--- src/rtl/bcd_pkg.sv ---
package bcd_pkg;

    localparam int DIG_W   = 4;
    localparam int SEG_W   = 7;
    localparam int DEC_MAX = 9;

    localparam logic [SEG_W-1:0] SEG_DARK = 7'h7F;

    typedef struct packed {
        logic             carry;
        logic [DIG_W-1:0] digit;
    } dec_res_t;

    // active-low segment pattern, bit 6 = g ... bit 0 = a
    function automatic logic [SEG_W-1:0] seg_pattern(input logic [DIG_W-1:0] n);
        return (n == 4'd0) ? 7'h40 :
               (n == 4'd1) ? 7'h79 :
               (n == 4'd2) ? 7'h24 :
               (n == 4'd3) ? 7'h30 :
               (n == 4'd4) ? 7'h19 :
               (n == 4'd5) ? 7'h12 :
               (n == 4'd6) ? 7'h02 :
               (n == 4'd7) ? 7'h78 :
               (n == 4'd8) ? 7'h00 :
               (n == 4'd9) ? 7'h10 : SEG_DARK;
    endfunction

endpackage

--- src/rtl/bcd_full_adder.sv ---
module bcd_full_adder (
    input  logic x,
    input  logic y,
    input  logic cin,
    output logic s,
    output logic cout
);
    logic p;
    assign p    = x ^ y;
    assign s    = p ^ cin;
    assign cout = (x & y) | (p & cin);
endmodule

--- src/rtl/bcd_ripple_adder.sv ---
module bcd_ripple_adder #(
    parameter int W = 4
) (
    input  logic [W-1:0] a,
    input  logic [W-1:0] b,
    input  logic         ci,
    output logic [W-1:0] s,
    output logic         co
);
    logic [W:0] c;

    assign c[0] = ci;
    assign co   = c[W];

    for (genvar i = 0; i < W; i++) begin : g_stage
        bcd_full_adder u_fa (
            .x   (a[i]),
            .y   (b[i]),
            .cin (c[i]),
            .s   (s[i]),
            .cout(c[i+1])
        );
    end

    always_comb begin

        binary_sum_chk: assert ({co, s} == ({1'b0, a} + {1'b0, b} + {{W{1'b0}}, ci}));
    end
endmodule

--- src/rtl/bcd_digit_cell.sv ---
module bcd_digit_cell
    import bcd_pkg::*;
(
    input  logic [DIG_W-1:0] a,
    input  logic [DIG_W-1:0] b,
    input  logic             ci,
    output dec_res_t         res
);
    logic [DIG_W-1:0] t;
    logic             t_c;
    logic             gt9;
    logic [DIG_W-1:0] adj;
    logic [DIG_W-1:0] fixed;
    logic             fix_c;
    logic             ops_ok;

    bcd_ripple_adder #(.W(DIG_W)) u_sum (
        .a (a),
        .b (b),
        .ci(ci),
        .s (t),
        .co(t_c)
    );

    // above nine: carry set, or 1010..1111 in the low nibble
    assign gt9 = t_c | (t[3] & (t[2] | t[1]));

    // add six (0110) when correcting, zero otherwise
    assign adj = {1'b0, gt9, gt9, 1'b0};

    bcd_ripple_adder #(.W(DIG_W)) u_fix (
        .a (t),
        .b (adj),
        .ci(1'b0),
        .s (fixed),
        .co(fix_c)
    );

    assign res.digit = fixed;
    assign res.carry = gt9;

    assign ops_ok = (a <= DIG_W'(DEC_MAX)) && (b <= DIG_W'(DEC_MAX));

    always_comb begin

        digit_range_chk: assert (!ops_ok || res.digit <= DIG_W'(DEC_MAX));

        digit_value_chk: assert (!ops_ok ||
            (32'(res.carry) * 10 + 32'(res.digit)) == (32'(a) + 32'(b) + 32'(ci)));

        wrap_carry_chk: assert (!(gt9 && !t_c) || fix_c);
    end
endmodule

--- src/rtl/bcd_seg_decoder.sv ---
module bcd_seg_decoder
    import bcd_pkg::*;
(
    input  logic [DIG_W-1:0] nib,
    output logic [SEG_W-1:0] seg
);
    assign seg = seg_pattern(nib);

    always_comb begin

        lit_count_chk: assert (nib > DIG_W'(DEC_MAX) || $countones(~seg) >= 2);
    end
endmodule

--- src/rtl/bcd_sum_display.sv ---
module bcd_sum_display
    import bcd_pkg::*;
#(
    parameter int N_DIG = 2
) (
    input  logic [N_DIG*DIG_W-1:0]     a_bcd,
    input  logic [N_DIG*DIG_W-1:0]     b_bcd,
    input  logic                       carry_in,
    output logic [(N_DIG+1)*DIG_W-1:0] sum_bcd,
    output logic                       digit_err,
    output logic [2*N_DIG*SEG_W-1:0]   seg_opnd,
    output logic [(N_DIG+1)*SEG_W-1:0] seg_sum
);
    localparam int N_OPND = 2 * N_DIG;
    localparam int N_SUM  = N_DIG + 1;

    logic [N_DIG:0]            chain;
    dec_res_t [N_DIG-1:0]      cell_res;
    logic [N_OPND*DIG_W-1:0]   opnd_all;
    logic [N_OPND-1:0]         bad_nib;

    assign chain[0] = carry_in;
    assign opnd_all = {b_bcd, a_bcd};

    for (genvar d = 0; d < N_DIG; d++) begin : g_cell
        bcd_digit_cell u_cell (
            .a  (a_bcd[d*DIG_W +: DIG_W]),
            .b  (b_bcd[d*DIG_W +: DIG_W]),
            .ci (chain[d]),
            .res(cell_res[d])
        );
        assign chain[d+1]                = cell_res[d].carry;
        assign sum_bcd[d*DIG_W +: DIG_W] = cell_res[d].digit;
    end

    assign sum_bcd[N_DIG*DIG_W +: DIG_W] = {{(DIG_W-1){1'b0}}, chain[N_DIG]};

    for (genvar k = 0; k < N_OPND; k++) begin : g_opnd
        assign bad_nib[k] = opnd_all[k*DIG_W +: DIG_W] > DIG_W'(DEC_MAX);
        bcd_seg_decoder u_dec (
            .nib(opnd_all[k*DIG_W +: DIG_W]),
            .seg(seg_opnd[k*SEG_W +: SEG_W])
        );
    end

    assign digit_err = |bad_nib;

    for (genvar k = 0; k < N_SUM; k++) begin : g_sum
        bcd_seg_decoder u_dec (
            .nib(sum_bcd[k*DIG_W +: DIG_W]),
            .seg(seg_sum[k*SEG_W +: SEG_W])
        );
        always_comb begin

            sum_digit_chk: assert (digit_err || sum_bcd[k*DIG_W +: DIG_W] <= DIG_W'(DEC_MAX));

            sum_lit_chk: assert (digit_err || seg_sum[k*SEG_W +: SEG_W] != SEG_DARK);
        end
    end
endmodule

--- config.mk ---
export PLATFORM = sky130hd
export DESIGN_NAME = bcd_sum_display
export DESIGN_NICKNAME = d
export VERILOG_FILES = /design/src/rtl/bcd_pkg.sv /design/src/rtl/bcd_full_adder.sv /design/src/rtl/bcd_ripple_adder.sv /design/src/rtl/bcd_digit_cell.sv /design/src/rtl/bcd_seg_decoder.sv /design/src/rtl/bcd_sum_display.sv
export SDC_FILE = /design/constraint.sdc
export NUM_CORES = 1
export LEC_CHECK = 0
export ABC_AREA = 1
export CORE_MARGIN = 4
export CORE_UTILIZATION = 55
export DETAILED_ROUTE_END_ITERATION = 10
export DONT_BUFFER_PORTS = 1
export PLACE_DENSITY = 0.85
export SLEW_MARGIN = 20
export SYNTH_ARGS = -nofsm -noshare
export SYNTH_HDL_FRONTEND = slang
export SYNTH_SLANG_ARGS = --single-unit
--- constraint.sdc ---
create_clock -name vclk -period 4.7
set_clock_uncertainty 0.15 [all_clocks]
set_input_delay 0 -clock vclk [all_inputs]
set_output_delay 0 -clock vclk [all_outputs]
set_load 0.02 [all_outputs]
==> results of run 1 <==
[cell type report]
class	instances	area, um^2	area share (%)
multi-input cells	175	1157	76.26
inverters	52	207.7	13.69
repair buffers	15	117.6	7.749
well taps	28	35.03	2.308
[metal layers]
metal	up-vias	GRT usage, %
li1	721	-
met1	609	23.96
met2	58	33.87
met3	2	3.563
met4	0	2.649
met5	-	0
[path summary, 6_finish.rpt]
kind | from | end | slack, ns | cells after the start
hold / removal | a_bcd[3] | seg_opnd[3] | 0.05 | 3
setup / recovery | carry_in | seg_sum[12] | -0.02 | 23
[kinds of logic (layout without fill, tap and decap cells)]
| family | after synthesis | count (layout) | share of synthesized area, % |
|---|---|---|---|
| AOI/OAI and AO/OA | 30 | 30 | 12.34 |
| xor gates and xnor gates | 4 | 4 | 2.541 |
| adders and majority gates | 12 | 12 | 16.33 |
| buffers and inverters | 71 | 67 | 24.68 |
| other | 2 | 6 | 0.5447 |
| and+or+nand+nor | 123 | 123 | 43.56 |
[power by group through the flow]
stage / clock network (mW) / logic (mW) / registers (mW)
4_1_cts: 0 / 0.743 / 0
2_1_floorplan: 0 / 0.683 / 0
5_1_grt: 0 / 0.839 / 0
3_5_place_dp: 0 / 0.742 / 0
3_3_place_gp: 0 / 0.735 / 0
6_report: 0 / 0.764 / 0
[Yosys cell counts (2+ instances only)]
cell,count
a211oi_1,2
a21oi_1,8
buf_4,19
conb_1,2
fa_1,10
ha_1,2
inv_1,37
inv_2,13
nand2_1,42
nand2_2,14
nand2_4,4
nand3_1,8
nand4_1,3
nor2_1,37
nor2_2,7
nor3_1,3
nor3_2,2
o21ai_0,14
o221ai_1,2
o22ai_1,2
xnor2_1,2
xor2_1,2
[repair_timing]
action                                  in CTS  in global routing
pin swaps                                    7                  9
gates cloned                                 0                  0
setup buffers                                0                  1
endpoints found under the setup margin       4                  7
hold buffers                                 2                  0
endpoints found under the hold margin        2                  0
resized for setup                            2                  9
[cell usage in the layout (no fill, tap or decap), drive strengths merged]
master       synthesis  layout
xor2                 2       2
nor2                44      44
inv                 51      51
a22oi                1       1
conb                 2       6
ha                   2       2
dlygate4sd3          0       2
a21oi                8       8
o21ai               14      14
clkinv               1       1
o221ai               2       2
o22ai                2       2
a211oi               2       2
nand2               60      60
nand4                3       3
nand3b               2       2
or2                  1       1
xnor2                2       2
fa                  10      10
nand3                8       8
nor3                 5       5
buf                 19      13
o211ai               1       1
[worst min-delay path, cell delays in order]
cell,delay (ns)
nand2_1,0.05
nand2_1,0.08
nor3_2,0.07
[per-stage QoR]
stage	utilization [%]	setup WS [ns]
after CTS	64.65	0.01030
after detailed placement	63.67	-0.04416
after global placement	63.67	0.03556
after floorplan	-	0.0003499
after global routing	66.07	-0.1905
final	66.07	-0.01555
==> results.tsv, run 1 <==
stage	metric	value	unit
worst_setup_path	delay-heaviest family, CP	adder cells	
detailed_routing	top sig layer	met4	
floorplanning	chip width	58.07	um
power_and_ir_drop	PnR Total Power	0.7637	mW
job	max cap viols	0	
worst_setup_path	crit-path max FO	6	
detailed_routing	Post-Route WL	3202	um
power_and_ir_drop	Internal Power	0.2390	mW
layout	fin cells	270	
placement	Inst Count DP	267	
floorplanning	full die area	0.003372	mm^2
run_status	status	complete, but fails checks	
logic_synthesis	post-synth top area share	14.52	%
global_routing	vias in the first global route	1311	
detailed_routing	met2 wire len	1618	um
global_routing	global-route wire length before repair	5354	um
detailed_routing	ANT nets after route	0	
detailed_routing	first-pass iteration count of the detailed router	4	
timing	setup violators final	3	
timing	slew margin rel.	51.34	%
worst_setup_path	CP max stage cell	fa_2	
worst_setup_path	WP data required	4.55	ns
layout	Reg area	0	um^2
floorplanning	I/O Pins	79	
logic_synthesis	register area share after synthesis	0	%
layout	ratio of cells with drive above 1 in the final layout	33.88	%
placement	placer congestion estimate	0.9235	
detailed_routing	post-DR vias/cell	5.148	
logic_synthesis	yosys warns	0	
power_and_ir_drop	sw frac	68.70	%
placement	dpl cell area	0.001463	mm^2
logic_synthesis	count of cell types in the netlist	29	
logic_synthesis	largest cells by area after synthesis	fa_1, nand2_1, buf_4	
worst_setup_path	crit path buf inv count	6	
global_routing	GR Overflow Total	0	
timing	RSZ-0062 raised after global routing	yes	
detailed_routing	residual DRC count	0	
power_and_ir_drop	Clock Power Share	0	%
timing	Final Cycle Share	100.3	%
worst_setup_path	Crit. End Element	output port	
detailed_routing	initial drt markers	61	
logic_synthesis	Yosys top cell by area	fa_1	
layout	Area growth, synth to finish	10.07	%
worst_setup_path	crit-path cells	inv_8 -> fa_2 -> fa_2 -> inv_2 -> fa_2 -> fa_1 -> a21oi_2 -> inv_2 -> fa_2 -> inv_2 -> fa_2 -> fa_2 -> inv_2 -> fa_1 -> inv_1 -> a21oi_1 -> or2_4 -> ha_4 -> fa_2 -> nor2_4 -> nand2_4 -> nand3_4 -> nor2_4	
floorplanning	Core Rows	17	
global_routing	initial antenna violation count	0	
global_routing	Tot GR Track Use	18.94	%
timing	Hold Vio Cnt, Final	0	
logic_synthesis	cells after synthesis	242	
detailed_routing	via count	1390	
power_and_ir_drop	worst vdd ir	0.0003501	V
worst_setup_path	Worst setup SP type	primary input	
detailed_routing	DR WL met3	293	um
power_and_ir_drop	Leak	0.8106	nW
logic_synthesis	Post-Syn Area	0.001379	mm^2
layout	sequential cell count	0	
timing	setup ws final	-0.01555	ns
timing	max-slew violations	0	
floorplanning	core area	0.002297	mm^2
worst_setup_path	CP max stage delay	0.65	ns
timing	setup tns final	-0.03549	ns
placement	Port-buffer cells	0	
power_and_ir_drop	Comb pwr share	100.0	%
layout	Fillers	235	
run_status	failing checks	negative setup slack	
logic_synthesis	Avg Inst Size Synth	5.698	um^2
power_and_ir_drop	Switch Pwr	0.5246	mW
timing	WHS	0.05290	ns
floorplanning	die height	58.07	um
global_routing	largest net degree at the start of global routing	8	
layout	NumNets Final	273	
power_and_ir_drop	sequential share of power	0	%
layout	Inserted Diodes	0	
floorplanning	starting density of the core	60.02	%
worst_setup_path	Arr. time, crit path	4.57	ns
timing	Max Clk Rate	212.1	MHz
detailed_routing	Metal-1 WL	1272	um
worst_setup_path	kind of critical path	primary input to output port	
detailed_routing	wire per inst	11.86	um
worst_setup_path	Worst path most repeated cell	fa_2	
timing	worst slew pin tran	0.7243	ns
layout	fin area	0.001518	mm^2
layout	number of clock buffers in the layout	0	
worst_hold_path	Worst Hold Class	primary input to output port	
timing	post-layout min period	4.716	ns
power_and_ir_drop	Cell Pwr Density	503.2	mW/mm^2
placement	HPWL after DPL	2740	um
Power figures use the tool's default switching activity.
==> inputs of run 2 (changes only) <==
- ABC_AREA: 1 -> unset
==> results.tsv, run 2 <==
stage	metric	value	unit	change
layout	sequential cell count	0		unchanged
layout	Reg area	0	um^2	unchanged
placement	Port-buffer cells	0		unchanged
worst_setup_path	crit path buf inv count	5		was 6
worst_hold_path	min-delay src	a_bcd[2]		was a_bcd[3]
timing	max-slew violations	0		unchanged
timing	Final Cycle Share	97.26	%	was 100.3%
worst_setup_path	CP max stage delay	0.52	ns	was 0.65 ns
placement	dpl cell area	0.001287	mm^2	was 0.001463 mm^2
floorplanning	die height	56.46	um	was 58.07 um
logic_synthesis	count of cell types in the netlist	37		was 29
global_routing	GR Overflow Total	0		unchanged
layout	fin area	0.001351	mm^2	was 0.001518 mm^2
power_and_ir_drop	worst vdd ir	0.0004201	V	was 0.0003501 V
timing	setup violators final	0		was 3
placement	Inst Count DP	214		was 267
logic_synthesis	Yosys top cell by area	fa_1		unchanged
worst_setup_path	crit-path max FO	8		was 6
layout	most frequent cells in the layout	o21ai_0, a21oi_1, nand2_1, inv_1, nor2_1		was nand2_1, nor2_1, inv_1, inv_2, nand2_2
layout	Post-Route Utilization	60.50	%	was 66.07%
logic_synthesis	register area share after synthesis	0	%	unchanged
floorplanning	core area	0.002233	mm^2	was 0.002297 mm^2
placement	placer congestion estimate	0.8849		was 0.9235
layout	number of clock buffers in the layout	0		unchanged
worst_hold_path	Worst Hold Class	primary input to output port		unchanged
floorplanning	Core Rows	17		unchanged
timing	slew margin rel.	47.61	%	was 51.34%
floorplanning	chip width	56.46	um	was 58.07 um
logic_synthesis	largest cells by area after synthesis	fa_1, buf_4, o21ai_0		was fa_1, nand2_1, buf_4
worst_setup_path	Worst setup SP type	primary input		unchanged
floorplanning	I/O Pins	79		unchanged
logic_synthesis	count leader, synth	o21ai_0		was nand2_1
timing	post-layout min period	4.571	ns	was 4.716 ns
placement	HPWL after DPL	2568	um	was 2740 um
worst_setup_path	kind of critical path	primary input to output port		unchanged
global_routing	vias in the first global route	1207		was 1,311
timing	RSZ-0062 raised after global routing	yes		unchanged
logic_synthesis	Post-Syn Area	0.001291	mm^2	was 0.001379 mm^2
worst_setup_path	delay-heaviest family, CP	adder cells		unchanged
detailed_routing	wire per inst	14.46	um	was 11.86 um
layout	fin cells	221		was 270
power_and_ir_drop	PnR Total Power	0.7473	mW	was 0.7637 mW
worst_setup_path	Arr. time, crit path	4.42	ns	was 4.57 ns
run_status	status	complete, no violations		was complete, but fails checks
worst_hold_path	hold endpoint	seg_opnd[5]		was seg_opnd[3]
detailed_routing	Post-Route WL	3196	um	was 3202 um
logic_synthesis	yosys warns	0		unchanged
power_and_ir_drop	Leak	0.5800	nW	was 0.8106 nW
global_routing	global-route wire length before repair	5423	um	was 5354 um
worst_setup_path	CP max stage cell	fa_2		unchanged
worst_setup_path	WP data required	4.55	ns	about the same
layout	most common cell after layout, fill and taps aside	o21ai_0		was nand2_1
timing	worst slew pin tran	0.7737	ns	was 0.7243 ns
logic_synthesis	post-synth top area share	15.50	%	was 14.52%
logic_synthesis	Avg Inst Size Synth	6.238	um^2	was 5.698 um^2
detailed_routing	post-DR vias/cell	6.068		was 5.148
global_routing	Tot GR Track Use	19.52	%	was 18.94%
logic_synthesis	cells after synthesis	207		was 242
layout	Inserted Diodes	0		unchanged
job	max cap viols	0		unchanged
floorplanning	starting density of the core	57.82	%	was 60.02%
timing	setup ws final	0.1286	ns	was -0.01555 ns
worst_setup_path	crit-path cells	inv_8 -> fa_2 -> fa_2 -> inv_2 -> fa_2 -> fa_1 -> a21o_1 -> fa_2 -> inv_2 -> fa_2 -> fa_2 -> inv_2 -> fa_1 -> a21o_1 -> ha_2 -> fa_2 -> buf_6 -> o21a_1 -> o221ai_4		was inv_8 -> fa_2 -> fa_2 -> inv_2 -> fa_2 -> fa_1 -> a21oi_2 -> inv_2 -> fa_2 -> inv_2 -> fa_2 -> fa_2 -> inv_2 -> fa_1 -> inv_1 -> a21oi_1 -> or2_4 -> ha_4 -> fa_2 -> nor2_4 -> nand2_4 -> nand3_4 -> nor2_4
layout	Area growth, synth to finish	4.652	%	was 10.07%
layout	NumNets Final	224		was 273
detailed_routing	via count	1341		was 1,390
timing	Max Clk Rate	218.8	MHz	was 212.1 MHz
global_routing	initial antenna violation count	0		unchanged
floorplanning	full die area	0.003187	mm^2	was 0.003372 mm^2
global_routing	largest net degree at the start of global routing	17		was 8
worst_hold_path	hold depth	1		was 3
placement	post-place setup slack	0.03010	ns	was -0.04416 ns
detailed_routing	initial drt markers	169		was 61
layout	ratio of cells with drive above 1 in the final layout	22.28	%	was 33.88%
worst_setup_path	Worst path most repeated cell	fa_2		unchanged
power_and_ir_drop	Cell Pwr Density	553.0	mW/mm^2	was 503.2 mW/mm^2
logic_synthesis	most frequent cells after synthesis	o21ai_0, inv_1, a21oi_1, buf_4, nand2_1		was nand2_1, inv_1, nor2_1, buf_4
detailed_routing	ANT nets after route	0		unchanged
worst_setup_path	Crit. End Element	output port		unchanged
timing	Hold Vio Cnt, Final	0		unchanged
detailed_routing	residual DRC count	0		unchanged
detailed_routing	first-pass iteration count of the detailed router	4		unchanged
-- run 2: logic make-up after synthesis --
group                    share of synthesized area (%)
AO/OA/AOI/OAI                                    36.63
XOR/XNOR                                         3.198
adder cells (fa/ha/maj)                          17.44
buffers and inverters                            22.87
multiplexers                                     1.550
other                                           0.5816
AND/OR/NAND/NOR                                  17.73
-- run 2: area by class of cell --
cell class / instances / area, um^2
inverter: 25 / 103.9
tap: 28 / 35.03
fill: 216 / 882.1
multi-input combinational: 153 / 1091
timing repair buffer: 15 / 121.4
-- run 2: power by group --
group | leakage [nW] | total (mW) | switching, mW | internal [mW]
Sequential | 0 | 0 | 0 | 0
Combinational | 0.580 | 0.747 | 0.503 | 0.244
Clock | 0 | 0 | 0 | 0
Total | 0.580 | 0.747 | 0.503 | 0.244
-- run 2: what timing repair did --
action	in CTS	in global routing
setup endpoints to repair	0	7
gates resized for setup	0	6
endpoints found under the hold margin	1	0
hold buffers	2	0
buffers inserted	0	5
-- run 2: routing by layer --
metal / wire, um / part of all wire, % / GRT usage, % / vias to the layer above
li1: - / - / - / 656
met1: 1347 / 42 / 26.47 / 623
met2: 1572 / 49 / 33.33 / 60
met3: 262 / 8.2 / 3.908 / 2
met4: 14 / 0.44 / 1.017 / 0
met5: 0 / 0 / 0 / -
-- run 2: worst max-delay path by stage --
stage | startpoint | endpoint | slack [ns] | cells past startpoint
4_1_cts | carry_in | seg_sum[8] | 0.04 | 18
2_1_floorplan | a_bcd[0] | seg_sum[10] | -0.14 | 21
3_3_place_gp | a_bcd[0] | seg_sum[8] | 0.16 | 18
3_5_place_dp | a_bcd[0] | seg_sum[8] | 0.03 | 18
6_report | a_bcd[0] | seg_sum[12] | 0.13 | 19
5_1_grt | b_bcd[0] | seg_sum[12] | -0.05 | 19
-- run 2: through the flow --
| stage | hold slack [ns] | TNS, ns |
|---|---|---|
| floorplan | -0.003832 | -0.6130 |
| global route | 0.04452 | -0.1155 |
| finish | 0.03543 | 0 |
| global placement | -0.01250 | 0 |
| detailed placement | -0.01625 | 0 |
| CTS | 0.03497 | 0 |
